## src/rtl/uart_tx_pkg.sv

```systemverilog
package uart_tx_pkg;

    typedef enum logic [1:0] {
        ST_IDLE  = 2'd0,
        ST_START = 2'd1,
        ST_DATA  = 2'd2,
        ST_STOP  = 2'd3
    } tx_state_e;

    typedef struct packed {
        logic       word9;
        logic       par_en;
        logic       par_odd;
        logic [1:0] stop_sel;
    } frame_cfg_t;

    typedef struct packed {
        logic en;
        logic pol;
        logic pha;
        logic last;
    } ck_cfg_t;

    localparam int unsigned STOP_CNT_W = 3;

    // stop period length in half-bit ticks
    function automatic logic [STOP_CNT_W-1:0] stop_halves(input logic [1:0] sel);
        logic [STOP_CNT_W-1:0] n;
        case (sel)
            2'b00:   n = 3'd2;
            2'b01:   n = 3'd3;
            default: n = 3'd4;
        endcase
        return n;
    endfunction

endpackage

```

## src/rtl/utx_holding.sv

```systemverilog
module utx_holding #(
    parameter int unsigned WORD_W = 9
) (
    input  logic              clk,
    input  logic              rst,
    input  logic              wr_en,
    input  logic [WORD_W-1:0] wr_data,
    input  logic              take,
    output logic [WORD_W-1:0] hold_data,
    output logic              hold_valid
);

    always_ff @(posedge clk) begin
        if (rst) begin
            hold_data  <= '0;
            hold_valid <= 1'b0;
        end else if (wr_en) begin
            // a write wins over a simultaneous take
            hold_data  <= wr_data;
            hold_valid <= 1'b1;
        end else if (take) begin
            hold_valid <= 1'b0;
        end
    end

endmodule

```

## src/rtl/utx_shifter.sv

```systemverilog
module utx_shifter
    import uart_tx_pkg::*;
#(
    parameter int unsigned WORD_W = 9
) (
    input  logic              clk,
    input  logic              rst,
    input  logic              half_tick,
    input  logic              tx_en,
    input  logic              hold_valid,
    input  logic [WORD_W-1:0] hold_data,
    input  frame_cfg_t        cfg,
    output logic              take,
    output logic              done,
    output logic              tx,
    output logic              in_data,
    output logic              second_half,
    output logic              last_bit
);

    localparam int unsigned IDX_W = $clog2(WORD_W);
    localparam logic [IDX_W-1:0] LAST_LONG  = IDX_W'(WORD_W - 1);
    localparam logic [IDX_W-1:0] LAST_SHORT = IDX_W'(WORD_W - 2);

    tx_state_e             st;
    logic                  half;
    logic [IDX_W-1:0]      idx;
    logic [IDX_W-1:0]      last_idx;
    logic [WORD_W-1:0]     shreg;
    logic [STOP_CNT_W-1:0] stop_left;
    logic [1:0]            lat_stop;
    logic                  stop_end;

    function automatic logic [WORD_W-1:0] build_word(input logic [WORD_W-1:0] d,
                                                      input frame_cfg_t c);
        logic [WORD_W-1:0] w;
        int unsigned       pos;
        logic              p;
        w = d;
        if (!c.word9)
            w[WORD_W-1] = 1'b0;
        pos = c.word9 ? WORD_W - 1 : WORD_W - 2;
        if (c.par_en) begin
            p = c.par_odd;
            for (int unsigned i = 0; i < WORD_W; i++)
                if (i < pos)
                    p = p ^ w[i];
            w[pos] = p;
        end
        return w;
    endfunction

    assign stop_end = (st == ST_STOP) && (stop_left == STOP_CNT_W'(1));
    assign take     = half_tick && hold_valid && tx_en && ((st == ST_IDLE) || stop_end);
    assign done     = half_tick && stop_end && !hold_valid;

    always_ff @(posedge clk) begin
        if (rst) begin
            st        <= ST_IDLE;
            half      <= 1'b0;
            idx       <= '0;
            last_idx  <= LAST_SHORT;
            shreg     <= '0;
            stop_left <= '0;
            lat_stop  <= 2'b00;
        end else if (half_tick) begin
            if (take) begin
                st       <= ST_START;
                half     <= 1'b0;
                shreg    <= build_word(hold_data, cfg);
                last_idx <= cfg.word9 ? LAST_LONG : LAST_SHORT;
                lat_stop <= cfg.stop_sel;
            end else begin
                case (st)
                    ST_START: begin
                        if (half) begin
                            st   <= ST_DATA;
                            half <= 1'b0;
                            idx  <= '0;
                        end else begin
                            half <= 1'b1;
                        end
                    end
                    ST_DATA: begin
                        if (half) begin
                            half  <= 1'b0;
                            shreg <= shreg >> 1;
                            if (idx == last_idx) begin
                                st        <= ST_STOP;
                                stop_left <= stop_halves(lat_stop);
                            end else begin
                                idx <= idx + IDX_W'(1);
                            end
                        end else begin
                            half <= 1'b1;
                        end
                    end
                    ST_STOP: begin
                        if (stop_end)
                            st <= ST_IDLE;
                        else
                            stop_left <= stop_left - STOP_CNT_W'(1);
                    end
                    default: st <= ST_IDLE;
                endcase
            end
        end
    end

    always_comb begin
        case (st)
            ST_START: tx = 1'b0;
            ST_DATA:  tx = shreg[0];
            default:  tx = 1'b1;
        endcase
    end

    assign in_data     = (st == ST_DATA);
    assign second_half = half;
    assign last_bit    = in_data && (idx == last_idx);

endmodule

```

## src/rtl/utx_clkgen.sv

```systemverilog
module utx_clkgen
    import uart_tx_pkg::*;
(
    input  logic    in_data,
    input  logic    second_half,
    input  logic    last_bit,
    input  ck_cfg_t cfg,
    output logic    ck
);

    logic pulse_cell;

    assign pulse_cell = cfg.en && in_data && (!last_bit || cfg.last);

    always_comb begin
        if (pulse_cell)
            ck = cfg.pol ^ (cfg.pha ? !second_half : second_half);
        else
            ck = cfg.pol;
    end

endmodule

```

## src/rtl/uart_sync_tx.sv

```systemverilog
module uart_sync_tx
    import uart_tx_pkg::*;
#(
    parameter int unsigned WORD_W = 9
) (
    input  logic              clk,
    input  logic              rst,
    input  logic              tx_en,
    input  logic              wr_en,
    input  logic [WORD_W-1:0] wr_data,
    input  logic              half_tick,
    input  logic              word9,
    input  logic              par_en,
    input  logic              par_odd,
    input  logic [1:0]        stop_sel,
    input  logic              ck_en,
    input  logic              ck_pol,
    input  logic              ck_pha,
    input  logic              ck_last,
    input  logic              txe_ie,
    input  logic              tc_ie,
    output logic              tx,
    output logic              ck,
    output logic              txe,
    output logic              tc,
    output logic              irq
);

    frame_cfg_t        fcfg;
    ck_cfg_t           ccfg;
    logic [WORD_W-1:0] hold_data;
    logic              hold_valid;
    logic              take;
    logic              done;
    logic              in_data;
    logic              second_half;
    logic              last_bit;
    logic              tc_q;

    assign fcfg = '{word9: word9, par_en: par_en, par_odd: par_odd, stop_sel: stop_sel};
    assign ccfg = '{en: ck_en, pol: ck_pol, pha: ck_pha, last: ck_last};

    utx_holding #(.WORD_W(WORD_W)) u_hold (
        .clk        (clk),
        .rst        (rst),
        .wr_en      (wr_en),
        .wr_data    (wr_data),
        .take       (take),
        .hold_data  (hold_data),
        .hold_valid (hold_valid)
    );

    utx_shifter #(.WORD_W(WORD_W)) u_shift (
        .clk         (clk),
        .rst         (rst),
        .half_tick   (half_tick),
        .tx_en       (tx_en),
        .hold_valid  (hold_valid),
        .hold_data   (hold_data),
        .cfg         (fcfg),
        .take        (take),
        .done        (done),
        .tx          (tx),
        .in_data     (in_data),
        .second_half (second_half),
        .last_bit    (last_bit)
    );

    utx_clkgen u_ck (
        .in_data     (in_data),
        .second_half (second_half),
        .last_bit    (last_bit),
        .cfg         (ccfg),
        .ck          (ck)
    );

    always_ff @(posedge clk) begin
        if (rst)
            tc_q <= 1'b1;
        else if (wr_en)
            tc_q <= 1'b0;
        else if (done)
            tc_q <= 1'b1;
    end

    assign tc  = tc_q;
    assign txe = !hold_valid;
    assign irq = (txe_ie && txe) || (tc_ie && tc_q);

endmodule

```

## config.mk

```make
export PLATFORM = sky130hd
export DESIGN_NAME = uart_sync_tx
export DESIGN_NICKNAME = d
export VERILOG_FILES = /design/src/rtl/uart_tx_pkg.sv /design/src/rtl/utx_holding.sv /design/src/rtl/utx_shifter.sv /design/src/rtl/utx_clkgen.sv /design/src/rtl/uart_sync_tx.sv
export SDC_FILE = /design/constraint.sdc
export NUM_CORES = 1
export LEC_CHECK = 0
export BUFFER_PORTS_ARGS = -buffer_cell sky130_fd_sc_hd__buf_2
export CAP_MARGIN = 20
export CORE_MARGIN = 4
export CORE_UTILIZATION = 30
export CTS_CLUSTER_DIAMETER = 50
export DETAILED_ROUTE_END_ITERATION = 16
export GPL_TIMING_DRIVEN = 0
export MAX_ROUTING_LAYER = met4
export PLACE_DENSITY_LB_ADDON = 0.15
export RECOVER_POWER = 100
export SYNTH_ARGS = -nofsm -noshare
export SYNTH_HDL_FRONTEND = slang
export SYNTH_SLANG_ARGS = --single-unit
```

## constraint.sdc

```tcl
create_clock -name clk -period 1.9 [get_ports clk]
set_input_delay 0.19 -clock clk [delete_from_list [all_inputs] [get_ports clk]]
set_output_delay 0.19 -clock clk [all_outputs]
set_load 0.01 [all_outputs]
```

==> results.toml <==
[timing]
period_minus_slack_ps = 1838
relSlewSlack_pct = 58.18
fin_crit_sh_pct = 96.71
fin_tns_setup_ps = 0
hold_viol_final = 0
clock-skew-final_ps = 6.261
tightest_slew_ps = 627.2
finalSetupViolCount = 0
report.final.slew_viol_count = 0
fmax_mhz = 544.2
fin_ws_ps = 62.42

[floorplan]
core_area_um2 = 5956
die_y_um = 86.65
ios = 30
rows = 28
die_x_um = 86.65
start_util_pct = 31.16
dieArea_um2 = 7507

[final_layout]
diodes = 0
final_layout_size_suffix_gt1_share_pct = 22.13
syn2layout_area_growth_pct = 25.29
fin_nets = 284
final_area_um2 = 2325

[grt]
grt_use_met1_pct = 16.99
grt_use_met3_pct = 3.327
grt_overflow_total = 0
grtUsageMet2_pct = 20.45
antenna_found_initial = 0
grt_pass1_vias = 1649
grt_first_pass_wirelength_um = 7672
grt_max_degree = 13
gr-usage-all-layers_pct = 13.29
busiest_layer = "met2"

[synth]
ys_seq_elements = 34
synth-seq-area-share_pct = 36.68
avgSynthCellArea_um2 = 8.630
synth_edf_count = 0
synth_top_area_share_pct = 36.68
ys_types = 48
synthCells = 215
yosysWarnings = 0
async_flop_share_pct = 0
syn_area_um2 = 1856
yosysTopAreaCell = "dfxtp_1"
synth.most_common_cell = "dfxtp_1"
synthTopCellsByArea = "dfxtp_1 (37%), mux2i_1 (5.9%), nand2_1 (4.9%), ha_1 (4.7%), nor2_1 (3.8%)"
ys.flop_type = "dfxtp_1"
synth_fp_nets = 247
synth_common_cells = "dfxtp_1 (34), nand2_1 (24), nor2_1 (19)"

[critical_path]
path_max_fanout = 6
cpPeakStageDelay_ps = 350
cp_top_family = "simple AND/OR/NAND/NOR gates"
cpMaxStageDelayCell = "dfxtp_1"
path_class = "flip-flop to flip-flop"
endpoint_kind = "flip-flop"
r2r_slack_ps = 60
path_buf_inv = 1
worstPathCellList = "inv_1 > ha_1 > and3b_2 > o2111a_2 > or3_1 > o211ai_1 > a21oi_1"
arrival_ps = 2000
crit_required_ps = 2070
startpoint_type = "flip-flop"

[drt]
drc = 0
detail-route-antenna-nets = 0
wl_per_cell_um = 13.89
via_per_inst = 4.909
drt_iter0_markers = 60
dr_total_vias = 1610
drt_pass1_iterations = 4
routed_wl_um = 4557

[pwr]
power.leakage_nw = 0.8624
p_total_w = 0.001782
vdd_drop_max_v = 0.0003290
powerDensity_nw_per_um2 = 766.7

[clock_tree]
insertion_delay_ps = 290
htreeDepth = 2
clk_path_buf_depth = 2
cts-root-buf = "clkbuf_8"
cts_sinks = 34
numCtsBuffers = 5
tritoncts = "done"
clk_pin_slew_worst_paths_ps = 80

[place]
place_ws_ps = -215.7
port_buffers = 27
place_area_um2 = 2085
hpwl_um = 3303
place_congestion = 0.7719

[flow_run]
cap_violations = 0

[outcome]
status = "complete, no violations"

[hold_path]
hold_class = "primary input to flip-flop"
## final timing paths
kind | startpoint | cells past startpoint | endpoint
min | wr_data[2] | 3 | u_hold.hold_data[2]
min reg2reg | u_shift.lat_stop[0] | 2 | u_shift.lat_stop[0]
max | u_shift.stop_left[1] | 7 | u_shift.st[0]
max reg2reg | u_shift.stop_left[1] | 7 | u_shift.st[0]
## layout make-up
type | instances | area (um^2)
Sequential cell | 34 | 688.2
Fill cell | 650 | 3631
Inverter | 12 | 47.55
Tap cell | 75 | 93.84
Clock inverter | 3 | 45.04
Multi-Input combinational cell | 158 | 1144
Timing Repair Buffer | 30 | 151.4
Clock buffer | 5 | 68.82
Buffer | 11 | 86.33
## per-layer routing
metal	part of all wire (%)	vias up	wire, um
met5	0	-	0
met4	1.2	0	55
met3	3.6	5	165
met2	46	22	2114
met1	49	744	2221
li1	-	839	-
## sequential cells by signal (all words and copies together), names as in the netlist
signal	flops
u_shift.stop_left	3
u_shift.last_idx	2
u_shift.lat_stop	2
tc	1
u_shift.shreg	9
u_hold.hold_valid	1
u_hold.hold_data	9
u_shift.idx	4
u_shift.st	2
u_shift.second_half	1
## tightest hold or removal path: cells and delay by family
| kind | cells | cell delay (ps) |
|---|---|---|
| AND/OR/NAND/NOR | 1 | 70 |
| buffers and inverters | 1 | 70 |
| multiplexers | 1 | 50 |
## logic make-up (layout without fill, tap and decap cells)
kind of cell               count (synthesis)  after routing  share of synthesized area, %
adders and majority gates                  7              7                         4.720
muxes                                     11             11                         5.934
buffers and inverters                     23             61                         5.933
xor gates and xnor gates                  10             10                         5.867
and+or+nand+nor                           75             75                         20.30
DFF                                       34             34                         36.68
AOI/OAI and AO/OA                         55             55                         20.57
## cell usage in the layout (no fill, tap or decap), drive strengths merged, types with 6 or more instances in the layout
cell	synthesis	routed
nand2b	6	6
nand2	24	24
nor2	19	19
inv	12	12
a311oi	7	7
buf	4	29
mux2i	11	11
a21oi	15	15
o211ai	6	6
dfxtp	34	34
clkbuf	6	16
o21ai	9	9
ha	7	7
xnor2	9	9
## per-stage QoR
| step | std cells | util, % | hold slack [ps] |
|---|---|---|---|
| 6_report | 328 | 39.03 | 128.5 |
| 5_1_grt | 328 | 39.03 | 128.5 |
| 4_1_cts | 326 | 37.73 | 120.3 |
| 3_5_place_dp | 317 | 35.00 | 435.2 |
| 3_3_place_gp | 317 | 35.00 | 427.4 |
| 2_1_floorplan | 215 | - | 326.0 |
## where the power goes
group / internal [W] / leakage (nW) / total (W) / switching, W
clock network: 0.000390 / 0.0504 / 0.000683 / 0.000293
logic: 0.000152 / 0.533 / 0.000320 / 0.000168
registers: 0.000747 / 0.279 / 0.000779 / 0.0000317
## timing repair
action	4_1_cts	5_1_grt
pin swaps	1	3
buffers inserted	1	2
setup endpoints to repair	22	15
resized for setup	13	16
hold buffers	0	0
hold endpoints to repair	0	0
Power figures use the tool's default switching activity.
